$ cat src/rtl/gid_pkg.sv
// Package: shared constants of the GPIO interrupt detector.
// Assumes byte-wide registers and a 12-bit byte address.
package gid_pkg;
    localparam int ADDR_W = 12;

    localparam logic [ADDR_W-1:0] OFF_SENSE = 12'h404;
    localparam logic [ADDR_W-1:0] OFF_DUAL  = 12'h408;
    localparam logic [ADDR_W-1:0] OFF_POL   = 12'h40C;
    localparam logic [ADDR_W-1:0] OFF_EN    = 12'h410;
    localparam logic [ADDR_W-1:0] OFF_RAW   = 12'h414;
    localparam logic [ADDR_W-1:0] OFF_MSK   = 12'h418;
    localparam logic [ADDR_W-1:0] OFF_CLR   = 12'h41C;
endpackage

$ cat src/rtl/gid_regs.sv
// Module: gid_regs
// Holds the per-line configuration and the enable register. It decodes
// writes, produces a one-cycle clear vector and muxes the read data.
// Assumes that writes are single-cycle strobes and that reads are
// combinational on the address.
module gid_regs
    import gid_pkg::*;
#(
    parameter int LINES = 8
) (
    input  logic              clk,
    input  logic              rst_n,
    input  logic              wr_i,
    input  logic [ADDR_W-1:0] addr_i,
    input  logic [LINES-1:0]  wdata_i,
    input  logic [LINES-1:0]  raw_i,
    output logic [LINES-1:0]  sense_o,
    output logic [LINES-1:0]  dual_o,
    output logic [LINES-1:0]  pol_o,
    output logic [LINES-1:0]  en_o,
    output logic [LINES-1:0]  clr_o,
    output logic [LINES-1:0]  rdata_o
);
    logic [LINES-1:0] sense_q, dual_q, pol_q, en_q;

    // Configuration storage, written on a strobe at the matching address.
    always_ff @(posedge clk) begin
        if (!rst_n) begin
            sense_q <= '0;
            dual_q  <= '0;
            pol_q   <= '0;
            en_q    <= '0;
        end else if (wr_i) begin
            if (addr_i == OFF_SENSE) sense_q <= wdata_i;
            if (addr_i == OFF_DUAL)  dual_q  <= wdata_i;
            if (addr_i == OFF_POL)   pol_q   <= wdata_i;
            if (addr_i == OFF_EN)    en_q    <= wdata_i;
        end
    end

    // Clear vector: live for the single cycle of a write to the clear address.
    always_comb begin
        clr_o = (wr_i && addr_i == OFF_CLR) ? wdata_i : '0;
    end

    // Read mux; the clear address and unknown addresses read as zero.
    always_comb begin
        case (addr_i)
            OFF_SENSE: rdata_o = sense_q;
            OFF_DUAL:  rdata_o = dual_q;
            OFF_POL:   rdata_o = pol_q;
            OFF_EN:    rdata_o = en_q;
            OFF_RAW:   rdata_o = raw_i;
            OFF_MSK:   rdata_o = raw_i & en_q;
            default:   rdata_o = '0;
        endcase
    end

    assign sense_o = sense_q;
    assign dual_o  = dual_q;
    assign pol_o   = pol_q;
    assign en_o    = en_q;

    // an enable write is visible on the following cycle.
    assert_en_write_R2: assert property (@(posedge clk) disable iff (!rst_n)
        (wr_i && addr_i == OFF_EN) |=> (en_o == $past(wdata_i)));

    // a write to the status addresses leaves the enable untouched.
    assert_status_ro_R9: assert property (@(posedge clk) disable iff (!rst_n)
        (wr_i && (addr_i == OFF_RAW || addr_i == OFF_MSK)) |=> $stable(en_o));
endmodule

$ cat src/rtl/gid_line.sv
// Module: gid_line
// Detection for one input line. It keeps the previous pin sample, finds
// rising and falling edges, and holds one raw status bit. That bit
// follows the pin in level mode and is latched in edge mode.
// Assumes pin_i is already synchronous to clk and idles low through reset.
module gid_line (
    input  logic clk,
    input  logic rst_n,
    input  logic pin_i,
    input  logic sense_i,
    input  logic dual_i,
    input  logic pol_i,
    input  logic clr_i,
    output logic stat_o
);
    logic pin_q;
    logic rise, fall, hit;

    // Previous pin sample, the reference for edge detection.
    always_ff @(posedge clk) begin
        if (!rst_n) pin_q <= 1'b0;
        else        pin_q <= pin_i;
    end

    // Edge qualification from the polarity and dual-edge settings.
    always_comb begin
        rise = pin_i & ~pin_q;
        fall = ~pin_i & pin_q;
        hit  = dual_i ? (rise | fall) : (pol_i ? rise : fall);
    end

    // Status: track the level, or latch the edge with the edge beating a clear.
    always_ff @(posedge clk) begin
        if (!rst_n)       stat_o <= 1'b0;
        else if (sense_i) stat_o <= (pin_i == pol_i);
        else              stat_o <= hit | (stat_o & ~clr_i);
    end

    // a selected rising edge latches.
    assert_rise_latch_R3: assert property (@(posedge clk) disable iff (!rst_n)
        (!sense_i && !dual_i && pol_i && pin_i && !pin_q) |=> stat_o);

    // any change latches in dual-edge mode.
    assert_dual_latch_R4: assert property (@(posedge clk) disable iff (!rst_n)
        (!sense_i && dual_i && (pin_i != pin_q)) |=> stat_o);

    // a clear with no edge in flight empties the status.
    assert_clear_R6: assert property (@(posedge clk) disable iff (!rst_n)
        (!sense_i && clr_i && (pin_i == pin_q)) |=> !stat_o);

    // a level line mirrors the pin compared with the polarity.
    assert_level_R8: assert property (@(posedge clk) disable iff (!rst_n)
        sense_i |=> (stat_o == $past(pin_i == pol_i)));
endmodule

$ cat src/rtl/gpio_irq_detect.sv
// Module: gpio_irq_detect
// Top of the GPIO interrupt detector: the register block, one detector per
// line and the combined request output.
// Assumes synchronous inputs and a single clock domain.
module gpio_irq_detect
    import gid_pkg::*;
#(
    parameter int LINES = 8
) (
    input  logic              clk,
    input  logic              rst_n,
    input  logic [LINES-1:0]  pin_i,
    input  logic              bus_wr_i,
    input  logic [ADDR_W-1:0] bus_addr_i,
    input  logic [LINES-1:0]  bus_wdata_i,
    output logic [LINES-1:0]  bus_rdata_o,
    output logic              irq_o
);
    logic [LINES-1:0] sense, dual, pol, en, clr, raw;

    gid_regs #(.LINES(LINES)) u_regs (
        .clk     (clk),
        .rst_n   (rst_n),
        .wr_i    (bus_wr_i),
        .addr_i  (bus_addr_i),
        .wdata_i (bus_wdata_i),
        .raw_i   (raw),
        .sense_o (sense),
        .dual_o  (dual),
        .pol_o   (pol),
        .en_o    (en),
        .clr_o   (clr),
        .rdata_o (bus_rdata_o)
    );

    for (genvar i = 0; i < LINES; i++) begin : g_line
        gid_line u_line (
            .clk     (clk),
            .rst_n   (rst_n),
            .pin_i   (pin_i[i]),
            .sense_i (sense[i]),
            .dual_i  (dual[i]),
            .pol_i   (pol[i]),
            .clr_i   (clr[i]),
            .stat_o  (raw[i])
        );
    end

    // Combined request: any line both pending and enabled.
    always_comb begin
        irq_o = |(raw & en);
    end

    // a request needs at least one enabled line.
    assert_irq_needs_en_R10: assert property (@(posedge clk) disable iff (!rst_n)
        irq_o |-> (en != '0));
endmodule

$ cat config.mk
export PLATFORM = sky130hd
export DESIGN_NAME = gpio_irq_detect
export DESIGN_NICKNAME = d
export VERILOG_FILES = /design/src/rtl/gid_pkg.sv /design/src/rtl/gid_regs.sv /design/src/rtl/gid_line.sv /design/src/rtl/gpio_irq_detect.sv
export SDC_FILE = /design/constraint.sdc
export NUM_CORES = 1
export LEC_CHECK = 0
export ABC_CLOCK_PERIOD_IN_PS = 1550
export BUFFER_PORTS_ARGS = -buffer_cell sky130_fd_sc_hd__buf_2
export CAP_MARGIN = 40
export CELL_PAD_IN_SITES_DETAIL_PLACEMENT = 0
export CELL_PAD_IN_SITES_GLOBAL_PLACEMENT = 1
export CORE_MARGIN = 1
export CORE_UTILIZATION = 25
export DETAILED_ROUTE_END_ITERATION = 12
export PLACE_DENSITY_LB_ADDON = 0.12
export SLEW_MARGIN = 20
export SYNTH_ARGS = -nofsm -noshare
export SYNTH_HDL_FRONTEND = slang
export SYNTH_SLANG_ARGS = --single-unit
export TNS_END_PERCENT = 50
$ cat constraint.sdc
create_clock -name clk -period 1.55 [get_ports clk]
set_input_delay 0.155 -clock clk [delete_from_list [all_inputs] [get_ports clk]]
set_output_delay 0.155 -clock clk [all_outputs]
set_load 0.05 [all_outputs]
-- Word-level counts from Yosys, hierarchy flattened
Index checks and enable logic that the tools add are counted.
W data, S select, Z words.
- $add $sub $neg: 0
- bitwise logic cells: 65
- shift-type cells: 0
- divide/modulo/power cells: 0
- reduce and logical (&&, ||, !) cells: 6
- mux-type cells: 26
- multiply operators: 0
- equal/unequal tests: 15
- order comparisons: 0
- operators by type and width (kind ; number):
    $eq A12 B11 Y1 const B ; 7
    $pmux W8 S6 ; 1
    $and A1 B1 Y1 ; 24
    $mux W1 ; 24
    $not A1 Y1 ; 24
    $or A1 B1 Y1 ; 16
    $and A8 B8 Y8 ; 1
    $eq A1 B1 Y1 ; 8
    $mux W8 ; 1
    $reduce_and A2 Y1 ; 4
    $reduce_or A8 Y1 ; 1
    $logic_and A1 B1 Y1 ; 1
- memories: 0
- output and inout bits: 9
- bits in writable memories: 0
- bits in latches: 0
- bits in read-only memories: 0
- flip-flop bits (word level): 48
- word-level logic and storage cells: 132
- input port bits: 31

-- Depth between registers and ports, before layout
Gate-level depths: netlist of run 1.
- depth after elaboration: 7
- mapped depth: 6

-- By module
Synthesis of run 1 repeated with hierarchy kept, for this count alone.
- cell total of the unflattened synthesis: 307
- area, all modules: 2750.1 sq um
- modules (own cells, without submodules) (module ; cells each ; sequential area each (sq um) ; area each (sq um) ; times used):
    gid_regs ; 182 ; 640.6 ; 1682.9 ; 1
    gid_line ; 15 ; 40.0 ; 128.9 ; 8
    gpio_irq_detect ; 5 ; 0.0 ; 36.3 ; 1

-- Worst setup path after synthesis of run 1
OpenSTA, ideal clock, no wires.
- path kind: input to output
- start point: in bus_addr_i[7]
- end point: out bus_rdata_o[0]
- path buffers: 0
- arrival: 2124 ps
- stages on the path: 3
- slack: -729 ps
- path through: nor4_4 -> nand3_1 -> a311oi_1
- cells in the longest elaborated chain, start to end: 2
- elaborated cells on any way between the ends: 7
- RTL lines (what ; line ; text):
    from (decl) ; gpio_irq_detect.sv:14 ; input logic [ADDR_W-1:0] bus_addr_i,
    $eq A12 B11 Y1 ; gid_regs.sv:48 ; case (addr_i)
    $pmux W8 S6 * ; gid_regs.sv:48 ;
    to (decl) ; gpio_irq_detect.sv:16 ; output logic [LINES-1:0] bus_rdata_o,
Every way passes the cells marked *; elsewhere a longest branch is shown, timed or not.

-- Worst setup path after layout of run 1
- start point: reg u_regs.dual_q[4] (netlist: u_regs.dual_o[4])
- end point: out bus_rdata_o[4]
- cells in the longest elaborated chain, start to end: 1
- RTL lines (what ; line ; text):
    from (decl) ; gid_regs.sv:24 ; logic [LINES-1:0] sense_q, dual_q, pol_q, en_q;
    from (signal assigned) ; gid_regs.sv:35 ; if (addr_i == OFF_DUAL) dual_q <= wdata_i;
    $pmux W8 S6 ; gid_regs.sv:48 ;
Every way passes these cells.

==> results of run 1 <==
-- kinds of logic after synthesis --
kind of cell,share of synthesized area
flops,0.341
xor+xnor,0.0248
fa+ha+maj,0.0710
simple gates,0.212
buf+inv,0.0563
mux,0.117
compound gates,0.179
-- cells in the mapped netlist --
master    instances
o21a_1            8
a21oi_1          11
nand3_1          13
nor3b_1           1
o21ai_0          10
nand4_1           1
a311oi_1          2
and2_1            8
nor4bb_1          4
a22oi_1           2
buf_2             4
o311a_1           8
dfxtp_1          48
xor2_1            8
nand2_1          20
nor2_2            1
mux2i_1          25
nand4_2           3
a32oi_1           5
nor4_4            1
a22o_1            1
and4b_1           1
a211oi_1         12
buf_1             1
a21o_1            1
mux2_2            7
and4_1            2
nand2b_1          5
inv_1            27
a221oi_1          8
nor3_2            1
a31oi_1           1
clkbuf_1          9
ha_1             16
nor2b_1          35
-- routing by layer --
layer | up-vias | GRT usage | routed length, um
met1 | 1150 | 0.208 | 4190
met5 | - | 0 | 0
met2 | 38 | 0.227 | 3530
li1 | 1246 | - | -
met4 | 0 | 0.0382 | 80
met3 | 4 | 0.0193 | 204
-- where the power goes --
part	switching, mW	internal, mW
Clock	0.458	0.744
Combinational	0.182	0.159
Sequential	0.0170	1.25
Total	0.657	2.16
-- path summary, 6_finish.rpt --
check                                  to  slack [ns]  depth (start not counted)
setup / recovery           bus_rdata_o[4]       -0.07                          5
hold / removal     g_line[4].u_line.pin_q        0.13                          2
setup reg to reg  g_line[5].u_line.stat_o        0.21                          5
hold reg to reg            u_regs.en_o[4]        0.50                          2
-- per-stage QoR --
stage / setup slack [ns] / instance area (um2) / instances
2_1_floorplan: -0.0782 / 2930 / 310
3_3_place_gp: -0.177 / 3570 / 510
3_5_place_dp: -0.213 / 3570 / 510
4_1_cts: -0.0765 / 3910 / 520
5_1_grt: -0.134 / 3950 / 522
6_report: -0.0653 / 3950 / 522
-- critical path, delay by kind of cell (launching register included) --
kind,cells,cell delay (ns)
compound gates,2,0.25
buf+inv,2,0.31
flops,1,0.34
mux,1,0.26
-- flip-flops by register name, summed over array words and instances, names as in the netlist --
signal,cells
g_line.u_line.pin_q,8
g_line.u_line.stat_o,8
u_regs.dual_o,8
u_regs.en_o,8
u_regs.pol_o,8
u_regs.sense_o,8
-- area by class of cell --
cell class / count / area (um2)
clock buffer: 5 / 125
clock inverter: 1 / 30.0
fill: 1135 / 6990
inverter: 27 / 101
multi-input combinational: 221 / 1900
sequential: 48 / 983
tap: 140 / 175
timing repair buffer: 80 / 628
-- repair_timing --
| action | 4_1_cts | 5_1_grt |
|---|---|---|
| setup endpoints to repair | 9 | 9 |
| gates resized for setup | 49 | 6 |
| buffers inserted | 4 | 2 |
| pin swaps | 5 | 7 |
| cloned | 0 | 0 |
==> qor.yml, run 1 <==
global_routing:
  grt_max_degree: 57
  grt_first_pass_wirelength_um: 12800
  grt_antenna_before_repair: 0
  grtUsageTotal: 0.145
  grt-ovfl-total: 0
  grt_pass1_vias: 2340
timing:
  setup_ws_ns: -0.0653
  fin_tns_setup_ns: -0.306
  drv_slew: 0
  fin_crit_sh: 1.04
  setup_violations: 7
  fin_worst_skew_ns: 0.00605
  fmax_mhz: 619
  slew_headroom: 0.778
  min_period_ns: 1.62
  rsz0062_at_grt: "true"
  whs_ns: 0.126
  max_slew.worst_pin.slew_ns: 0.333
  hold_viol: 0
worst_setup_path:
  slowest_stage: "dfxtp_4"
  crit_chain: "mux2_2, a221oi_2, buf_4, a211oi_4, buf_6"
  slowest_delay_ns: 0.34
  critical_path_class: "flop to primary output"
  end_kind: "primary output"
  critPathArrivalTime_ns: 1.46
  cp.required_ns: 1.39
  crit_path_start: "u_regs.dual_o[4]"
  crit_path_max_fanout: 2
  start_kind: "flop"
  crit-reg2reg-launch: "g_line[5].u_line.pin_q"
status:
  run_status: "finished with violations"
  violations: "negative setup slack"
run:
  drv_cap: 0
synth:
  synth_nets: 357
  yosysWarnings: 0
  yosysSeqAreaShare: 0.341
  synthesis.area_um2: 2820
  yosys_register_bits: 48
  synth.largest_area_cell: "dfxtp_1"
  ys_top_cells_by_area: "dfxtp_1 (34%), mux2i_1 (8.9%), nor2b_1 (7.8%), ha_1 (7.1%), inv_1 (3.6%)"
  syn_avg_cell_area_um2: 9.10
  netlist_instances: 310
  yosysUniqueCellTypes: 35
  synth_top_area_frac: 0.341
floorplan:
  fp-row-count: 38
  core_um2: 10900
  io_pins: 40
  die_area_um2: 11700
  start_util: 0.258
  die_w_um: 108
  die_h_um: 108
final_layout:
  final_cell_mix: "buf_4 (36), nor2b_1 (33), dfxtp_1 (32), buf_2 (29), inv_1 (27)"
  final_nets: 430
  layout-drive-gt1-share: 0.353
  n_antenna_cell: 0
  final_common_cell: "buf_4"
  syn_to_final_growth_pct: 39.9
  post-route-util: 0.361
pwr:
  total_power_mw: 2.81
  peakVddDrop_mv: 0.448
  power.leakage_nw: 1.79
  p_per_area_nw_per_um2: 713
detailed_routing:
  wl_um: 8010
  first_pass_iters: 4
  drt_iter0_markers: 75
  wl_per_cell_um: 15.3
  postRouteAntennaNets: 0
  drc: 0
  vias: 2438
  vias_per_cell: 4.67
placement:
  gp_congestion: 0.714
  io_buffers: 39
  post-dp-hpwl_um: 5590
clock_network:
  cts_hold_buffers: 0
  cts_tree: "done"
  cts_buffers: 5
  clk_path_buf_depth: 2
  root_buffer: "clkbuf_16"
  clkTransAtPathRegs_ns: 0.07
  clock_latency_ns: 0.28
  clock-sinks: 48
  htreeDepth: 2
hold_path:
  hp-start: "pin_i[4]"
  min_path_type: "input pin to flop"
Note: power is estimated with default switching activity, not from simulation.
==> inputs of run 2 (changes only) <==
==> constraint.sdc (replaced) <==
create_clock -name clk -period 1.55 [get_ports clk]
set_input_delay 0.155 -clock clk [delete_from_list [all_inputs] [get_ports clk]]
set_output_delay 0.155 -clock clk [all_outputs]
set_load 0.1 [all_outputs]
==> qor.yml, run 2 (synthesis results as in run 1) <==
worst_setup_path:
  end_kind: "primary output"  # unchanged
  critPathArrivalTime_ns: 1.48  # was 1.46 ns
  crit_path_start: "g_line[0].u_line.stat_o"  # was u_regs.dual_o[4]
  cp.required_ns: 1.39  # about the same
  r2r_setup_slack_ns: 0.21  # about the same
  r2r-end: "g_line[7].u_line.stat_o"  # was g_line[5].u_line.stat_o
  crit_path_end: "bus_rdata_o[0]"  # was bus_rdata_o[4]
  crit_path_max_fanout: 4  # was 2
  crit-reg2reg-launch: "g_line[7].u_line.pin_q"  # was g_line[5].u_line.pin_q
  start_kind: "flop"  # unchanged
  worstRegToRegCells: 5  # unchanged
  critical_path_class: "flop to primary output"  # unchanged
hold_path:
  hp-start: "pin_i[1]"  # was pin_i[4]
  min_path_type: "input pin to flop"  # unchanged
clock_network:
  cts_buffers: 5  # unchanged
  clkTransAtPathRegs_ns: 0.07  # about the same
  clk_path_buf_depth: 2  # unchanged
  clock-sinks: 48  # unchanged
  root_buffer: "clkbuf_16"  # unchanged
  cts_tree: "done"  # unchanged
  htreeDepth: 2  # unchanged
  clock_latency_ns: 0.29  # was 0.28 ns
floorplan:
  core_um2: 10900  # unchanged
  die_h_um: 108  # unchanged
  die_w_um: 108  # unchanged
  io_pins: 40  # unchanged
  start_util: 0.258  # unchanged
  fp-row-count: 38  # unchanged
  die_area_um2: 11700  # unchanged
detailed_routing:
  drt_iter0_markers: 125  # was 75
  vias_per_cell: 4.71  # was 4.67
  postRouteAntennaNets: 0  # unchanged
  wl_per_cell_um: 15.0  # was 15.3 um
  vias: 2461  # was 2438
  drc: 0  # unchanged
  first_pass_iters: 4  # unchanged
  wl_um: 7840  # was 8010 um
final_layout:
  post-route-util: 0.372  # was 0.361
  fin_cells: 522  # unchanged
  n_antenna_cell: 0  # unchanged
  syn_to_final_growth_pct: 44.3  # was 39.9%
  final_nets: 428  # was 430
  layout-drive-gt1-share: 0.356  # was 0.353
  final_cell_mix: "nor2b_1 (33), dfxtp_1 (33), buf_4 (33), inv_1 (27), buf_2 (27)"  # was buf_4 (36), nor2b_1 (33), dfxtp_1 (32), buf_2 (29), inv_1 (27)
timing:
  setup_ws_ns: -0.0862  # was -0.0653 ns
  max_slew.worst_pin.slew_ns: 0.320  # was 0.333 ns
  setup_violations: 8  # was 7
  slew_headroom: 0.784  # was 0.778
  rsz0062_at_grt: "true"  # unchanged
  fin_worst_skew_ns: 0.00182  # was 0.00605 ns
  drv_slew: 0  # unchanged
  fmax_mhz: 611  # was 619 MHz
  fin_crit_sh: 1.06  # was 1.04
  hold_viol: 0  # unchanged
  min_period_ns: 1.64  # was 1.62 ns
status:
  violations: "negative setup slack"  # unchanged
  run_status: "finished with violations"  # unchanged
pwr:
  p_int_mw: 2.02  # was 2.16 mW
  p_comb_frac: 0.130  # was 0.121
  p_sw_frac: 0.256  # was 0.233
  power.leakage_nw: 1.81  # was 1.79 nW
  p_switching_uw: 694  # was 657 uW
  peakVddDrop_mv: 0.401  # was 0.448 mV
  total_power_mw: 2.71  # was 2.81 mW
  p_seq_frac: 0.470  # was 0.452
  p_per_area_nw_per_um2: 666  # was 713 nW/um2
  clockPowerShare: 0.400  # was 0.427
global_routing:
  grt_first_pass_wirelength_um: 13000  # was 12800 um
  grt_antenna_before_repair: 0  # unchanged
  grt_pass1_vias: 2407  # was 2340
  grt-ovfl-total: 0  # unchanged
  grtUsageTotal: 0.146  # was 0.145
  grt_max_degree: 57  # unchanged
placement:
  post-dp-hpwl_um: 5520  # was 5590 um
  place_ws_ns: -0.128  # was -0.213 ns
  gp_congestion: 0.725  # was 0.714
  io_buffers: 39  # unchanged
  numPlacedInstances: 506  # was 510
run:
  drv_cap: 0  # unchanged
[run 2: changes by cell type in the layout (fill, tap and decap cells not counted), sizes merged]
| cell | previous run | this run |
|---|---|---|
| buf | 80 | 78 |
| bufinv | 1 | 0 |
| clkinv | 0 | 3 |
[run 2: power groups by stage]
| stage | sequential [mW] | combinational (mW) | clock (mW) |
|---|---|---|---|
| floorplan | 1.30 | 0.177 | 0 |
| global placement | 1.30 | 0.315 | 0 |
| detailed placement | 1.30 | 0.321 | 0 |
| CTS | 1.27 | 0.356 | 1.12 |
| global route | 1.28 | 0.394 | 1.18 |
| finish | 1.27 | 0.352 | 1.08 |
[run 2: area by class of cell]
| type | count | area (um2) |
|---|---|---|
| sequential | 48 | 982 |
| clock buffer | 5 | 125 |
| tap | 140 | 175 |
| multi-input combinational | 221 | 1950 |
| fill | 1153 | 6870 |
| clock inverter | 3 | 18.8 |
| inverter | 27 | 101 |
| timing repair buffer | 78 | 717 |
[run 2: layer usage]
layer | vias to the layer above | GRT usage | part of all wire
met5 | - | 0 | 0
met4 | 0 | 0.0294 | 0.0069
met3 | 4 | 0.0247 | 0.032
met2 | 39 | 0.235 | 0.45
met1 | 1166 | 0.205 | 0.51
li1 | 1252 | - | -
[run 2: through the flow]
stage	hold WS [ns]	cell area, um2	TNS, ns
after floorplan	0.277	2950	-2.74
after global placement	0.419	3670	-1.84
after detailed placement	0.422	3670	-2.29
after CTS	0.125	4030	-0.599
after global routing	0.126	4070	-0.919
final	0.127	4070	-0.379
[run 2: worst min-delay path by stage]
stage / slack (ns) / depth (start not counted) / end
final: 0.13 / 2 / g_line[1].u_line.pin_q
after CTS: 0.12 / 2 / g_line[1].u_line.pin_q
after global routing: 0.13 / 2 / g_line[1].u_line.pin_q
after global placement: 0.42 / 2 / g_line[6].u_line.pin_q
after detailed placement: 0.42 / 2 / g_line[1].u_line.pin_q
after floorplan: 0.28 / 1 / g_line[0].u_line.pin_q
[run 2: repair_timing]
action,in CTS,in global routing
gates resized for setup,37,8
cloned,0,0
setup buffers,6,2
hold endpoints to repair,0,0
pin swaps,12,8
hold buffers,0,0
setup endpoints to repair,9,10
[run 2: worst max-delay path: stages, from the launching register on]
cell and delay, ns:
dfxtp_2 0.34, mux2_4 0.26, a221oi_2 0.22, buf_4 0.16, a311oi_4 0.04, buf_12 0.18
